[src/rtl/odt_class_tracker.sv]
module odt_class_tracker #(
  parameter int TCK_PS    = 2500,
  parameter int MOD_PS    = 12000,
  parameter int MOD_EXTRA = 2,
  parameter int ENTRY_MIN = 3,
  parameter int EXIT_MIN  = 8
) (
  input  logic clk,
  input  logic rst_n,
  input  logic cke,
  input  logic bank_open,
  input  logic slow_exit,
  input  logic self_ref,
  input  logic emr_wr,
  input  logic odt_req,
  output logic odt_allow,
  output logic odt_viol,
  output logic rpt_vld,
  output logic rpt_async,
  output logic rpt_on
);
  localparam int SETTLE = (MOD_PS + TCK_PS - 1) / TCK_PS + MOD_EXTRA;
  localparam int SW = $clog2(SETTLE + 1);
  localparam int PW = $clog2(ENTRY_MIN + 1);
  localparam int XW = $clog2(EXIT_MIN + 1);

  logic cke_q, flav_q, odt_q, pend, pend_on;
  logic [PW-1:0] pcnt;
  logic [XW-1:0] xcnt;
  logic [SW-1:0] scnt;

  logic flav, odt_edge, entry_now, exit_now, recent, take;

  assign flav      = ~bank_open | slow_exit;
  assign odt_edge  = odt_req ^ odt_q;
  assign odt_allow = ~self_ref & ~emr_wr & (scnt == '0);
  assign entry_now = cke_q & ~cke & flav;
  assign exit_now  = ~cke_q & cke & flav_q;
  assign recent    = exit_now | (xcnt < XW'(EXIT_MIN));
  assign take      = odt_edge & odt_allow;

  always_ff @(posedge clk or negedge rst_n) begin
    if (!rst_n) begin
      cke_q     <= 1'b1;
      flav_q    <= 1'b0;
      odt_q     <= 1'b0;
      pend      <= 1'b0;
      pend_on   <= 1'b0;
      pcnt      <= '0;
      xcnt      <= XW'(EXIT_MIN);
      scnt      <= SW'(SETTLE);
      odt_viol  <= 1'b0;
      rpt_vld   <= 1'b0;
      rpt_async <= 1'b0;
      rpt_on    <= 1'b0;
    end else begin
      cke_q    <= cke;
      odt_q    <= odt_req;
      odt_viol <= odt_edge & ~odt_allow;
      rpt_vld  <= 1'b0;
      if (!cke) flav_q <= flav;

      if (exit_now)                   xcnt <= XW'(1);
      else if (xcnt < XW'(EXIT_MIN))  xcnt <= xcnt + XW'(1);

      if (emr_wr)           scnt <= SW'(SETTLE);
      else if (scnt != '0)  scnt <= scnt - SW'(1);

      if (take) begin
        if (!cke) begin
          pend      <= 1'b0;
          rpt_vld   <= 1'b1;
          rpt_async <= flav;
          rpt_on    <= odt_req;
        end else if (recent) begin
          pend      <= 1'b0;
          rpt_vld   <= 1'b1;
          rpt_async <= 1'b1;
          rpt_on    <= odt_req;
        end else begin
          pend    <= 1'b1;
          pend_on <= odt_req;
          pcnt    <= PW'(1);
        end
      end else if (pend) begin
        if (pcnt >= PW'(ENTRY_MIN)) begin
          pend      <= 1'b0;
          rpt_vld   <= 1'b1;
          rpt_async <= 1'b0;
          rpt_on    <= pend_on;
        end else if (entry_now) begin
          pend      <= 1'b0;
          rpt_vld   <= 1'b1;
          rpt_async <= 1'b1;
          rpt_on    <= pend_on;
        end else begin
          pcnt <= pcnt + PW'(1);
        end
      end
    end
  end
endmodule

[config.mk]
export PLATFORM = sky130hd
export DESIGN_NAME = odt_class_tracker
export DESIGN_NICKNAME = d
export VERILOG_FILES = /design/src/rtl/odt_class_tracker.sv
export SDC_FILE = /design/constraint.sdc
export NUM_CORES = 1
export LEC_CHECK = 0
export ABC_AREA = 0
export BUFFER_PORTS_ARGS = -buffer_cell sky130_fd_sc_hd__buf_2
export CAP_MARGIN = 40
export CORE_MARGIN = 2
export CORE_UTILIZATION = 45
export CTS_BUF_LIST = sky130_fd_sc_hd__clkbuf_16
export CTS_CLUSTER_SIZE = 20
export DETAILED_ROUTE_END_ITERATION = 8
export HOLD_SLACK_MARGIN = 0.15
export PLACE_DENSITY = 0.65
export SETUP_SLACK_MARGIN = 0.15
export SLEW_MARGIN = 5
export SYNTH_ARGS = -nofsm -noshare
export SYNTH_HDL_FRONTEND = slang
export SYNTH_SLANG_ARGS = --single-unit
[constraint.sdc]
create_clock -name clk -period 4.95 [get_ports clk]
set_clock_uncertainty 0.2 [all_clocks]
set_input_delay 0.99 -clock clk [delete_from_list [all_inputs] [get_ports clk]]
set_output_delay 0.99 -clock clk [all_outputs]
set_load 0.02 [all_outputs]
======== Word-level counts from Yosys, hierarchy flattened ========
Cells that the tools add are included.
storage, ports and cells
  register bits after elaboration ......... 18
  input port bits ......................... 8
  output and inout bits ................... 5
  word-level logic and storage cells ...... 83
operators by class
  add/sub/neg operators ................... 3
  magnitude comparators ................... 2
  eq/ne operators ......................... 5
  muxes and demuxes ....................... 34
  bitwise gates (word level) .............. 18
  reduce and logical (&&, ||, !) cells .... 9
operators with widths
  operator                                                  count
  2-to-1 mux 1 bit                                          24
  2-to-1 mux 2 bit                                          6
  AND 1 bit                                                 8
  2-to-1 mux 4 bit                                          2
  NOT 1 bit                                                 7
  2-to-1 mux 3 bit                                          2
  inequality test 2 bit, second input constant              3
  AND reduction 3 bit                                       2
  nonzero test 2 bit                                        3
  nonzero test 3 bit                                        2
  AND reduction 5 bit                                       1
  adder 4 x 1 -> 4 bit, second input constant               1
  < comparator 4 bit, second input constant                 1
  zero test 3 bit                                           1
  inequality test 3 bit, second input constant              1
  subtractor 3 x 1 -> 3 bit, second input constant          1
  adder 2 x 1 -> 2 bit, second input constant               1
  greater-or-equal comparator 2 bit, second input constant  1
  inequality test 2 x 1 -> 1 bit, second input constant     1
  OR 1 bit                                                  2
  XOR 1 bit                                                 1

======== Depth between registers and ports, before layout ========
  depth in word-level cells ............... 7
  depth in mapped cells ................... 7

======== Least setup slack after synthesis ========
OpenSTA, ideal clock, no wires.
  path type ............................... input to output
  start point ............................. input port emr_wr
  end point ............................... output port odt_allow
  arrival time ............................ 1,647 ps
  required time ........................... 3,760 ps
  path slack .............................. 2,113 ps
  stages .................................. 2
  path buffers ............................ 0
  cell sequence ........................... or4b_4 > clkinv_4
on the way
  longest elaborated chain between the ends .. 3
RTL lines
  element                  RTL line  RTL
  start: declaration       14        input logic emr_wr,
  NOT 1 bit                36        assign odt_allow = ~self_ref & ~emr_wr & (scnt == '0);
  AND 1 bit (2 in series)  36
  end: declaration         16        output logic odt_allow,
Every way passes these cells.

======== Final worst setup path ========
Ends and elaborated chain as after synthesis.

==> metrics.md <==
| Metric | Value |
|---|---|
| Dpl hpwl | 1.10 mm |
| Setup Fix Bufs, Post-CTS | 0 |
| Async SR Flop Fraction | 100% |
| Post-layout util | 58.6% |
| Worst min-delay path class | reg2reg |
| Flop-to-flop setup slack | 2660 ps |
| Met1 Track Usage GR | 20.3% |
| Gr ovfl total | 0 |
| RSZ-0062 raised after global routing | false |
| Top_reg_cell synth | dfrtp_1 |
| Antenna-violating nets left | 0 |
| Largest regs | xcnt (4), scnt (3), pcnt (2) |
| Total CTS buffers | 3 |
| First-pass GRT wire length | 2.34 mm |
| Crit Path Max Fanout | 6 |
| # hold bufs at CTS | 0 |
| Top cells by count, synth | 13 x dfrtp_1, 8 x inv_1, 7 x nor2_1 |
| Pre-CTS WS | 1830 ps |
| Top reg by flops | xcnt |
| # diodes | 0 |
| Peak VDD IR | 0.329 mV |
| PortBufs | 12 |
| Leakage | 0.515 nW |
| GPL Wtd Cong | 0.755 |
| Maximum clock path buffer count | 2 |
| Yosys Warn Count | 0 |
| Synth area leaders | dfrtp_1 37%, dfstp_2 15%, ha_1 5.7% |
| Die width | 48.1 um |
| TritonCTS clock tree | built |
| Layout Cells excl Fill | 118 |
| Hold_ws | 287 ps |
| P per Cell Area | 453 nW/um2 |
| GRT met3 Usage | 3.40% |
| Mapped Area | 875 um2 |
| Largest net degree at the start of global routing | 19 |
| Core footprint | 1780 um2 |
| Avg Cell Area, Syn | 11.4 um2 |
| Final WS setup | 1840 ps |
| Final TNS setup | 0 ps |
| Vias | 599 |
| Kind of critical path | in2out |
| Worst setup SP type | input port |
| Synth top area share | 37.2% |
| Placed cells | 114 |
| Io pins | 13 |
| Chip height | 48.1 um |
| Cell count after synthesis | 77 |
| Die ar. | 2310 um2 |
| Crit. End Element | primary output |
| Post-Place Cell Area | 966 um2 |
| Pre-Repair DR Iteration Count | 4 |
| # setup viols final | 0 |
| Syn-to-layout area delta | 19.5% |
| # rows | 15 |
| Gr usage total | 14.7% |
| M2 GR Usage | 24.3% |
| Most common cell in the synthesized netlist | dfrtp_1 |
| Fmax | 321 MHz |
| #FFs+latches synth | 18 |
| Status | finished, final reports clean |
| Worst slew pin tran | 401 ps |
| WL/cell | 12.2 um |
| Vias/cell | 5.08 |
| Initial antenna violation count | 0 |
| CP required | 3760 ps |
| Post-synth top area cell | dfrtp_1 |
| Fin crit share | 62.9% |
| Busiest grt layer | met2 |
| Sink Count | 18 |
| Htree depth | 1 |
| Vias in the first global route | 545 |
| Sequential area share after synthesis | 52.2% |
| Final nets | 106 |
| Slew Limit Headroom | 73.3% |
| Clock root buffer | clkbuf_16 |
| Layout cell share with drive strength beyond 1 | 30.1% |
| MaxCap Viol Count | 0 |
| Iter 0 DRT Violations | 5 |
| Largest register FFs | 4 |
| DRT Wirelength | 1.44 mm |
| Final Slew Violations | 0 |
| Final instance area | 1040 um2 |
| Clock Latency Late Sink | 240 ps |
| Syn nets | 89 |
| Resize count post-CTS | 0 |
| Starting density of the core | 49.1% |
| Final Hold Violating Endpoints | 0 |
| PnR Total Power | 0.473 mW |
| Crit path DAT | 1920 ps |
| EDFF count, synth | 0 |
| Number of library cell types mapped by synthesis | 30 |
| Tmin final | 3110 ps |
| DR DRC count | 0 |
| Worst-path clk slew | 50 ps |
-- final timing paths --
kind | start | end | cells past startpoint
setup / recovery | emr_wr | odt_allow | 4
hold / removal | pcnt[1]$_DFFE_PN0P_ | pcnt[1]$_DFFE_PN0P_ | 1
setup reg to reg | scnt[0]$_DFFE_PN1P_ | rpt_on$_DFFE_PN0P_ | 7
hold reg to reg | pcnt[1]$_DFFE_PN0P_ | pcnt[1]$_DFFE_PN0P_ | 1
max in group asynchronous | rst_n | cke_q$_DFF_PN1_ | 1
min in group asynchronous | rst_n | xcnt[2]$_DFFE_PN0P_ | 1
-- power breakdown --
| group | leakage [nW] | switching (mW) | internal, mW |
|---|---|---|---|
| Combinational | 0.269 | 0.0503 | 0.0524 |
| Clock | 0.0385 | 0.0511 | 0.107 |
| Sequential | 0.208 | 0.0259 | 0.187 |
-- cell families (layout without fill, tap and decap cells) --
kind of cell	Yosys count	after routing	synth area share [%]
adders and majority gates	4	4	5.72
AOI/OAI and AO/OA	17	17	13.0
muxes	6	6	7.72
xor gates and xnor gates	4	4	4.01
buffers and inverters	9	25	4.44
DFF	18	18	52.2
and+or+nand+nor	19	19	12.9
-- layer usage --
| metal | wire, um | vias up |
|---|---|---|
| li1 | - | 298 |
| met4 | 4 | 0 |
| met3 | 46 | 2 |
| met1 | 687 | 288 |
| met2 | 698 | 11 |
| met5 | 0 | - |
-- critical path: stages --
cell and delay (ps):
buf_2 120, or4b_4 570, clkinv_4 90, buf_2 160
-- cells in the final DEF, fill, tap and decap left out, types with 2 or more instances in the layout --
master / count
a21oi_1: 4
a31oi_1: 2
and2_1: 2
buf_2: 12
clkbuf_16: 3
dfrtp_1: 13
dfstp_2: 5
ha_1: 4
inv_1: 8
mux2_2: 2
mux2i_1: 2
nand2b_1: 3
nor2_1: 7
nor2b_1: 2
o21ai_0: 4
xnor2_1: 3
-- final cells by class --
type / instances / area, um2
multi-input cells: 50 / 379
well taps: 25 / 31.3
inverters: 9 / 38.8
clock buffers: 3 / 75.1
clock inverters: 1 / 3.75
flip-flops and latches: 18 / 457
repair buffers: 12 / 60.1
fillers: 159 / 738
No activity file was read; power rests on OpenSTA's default activity.
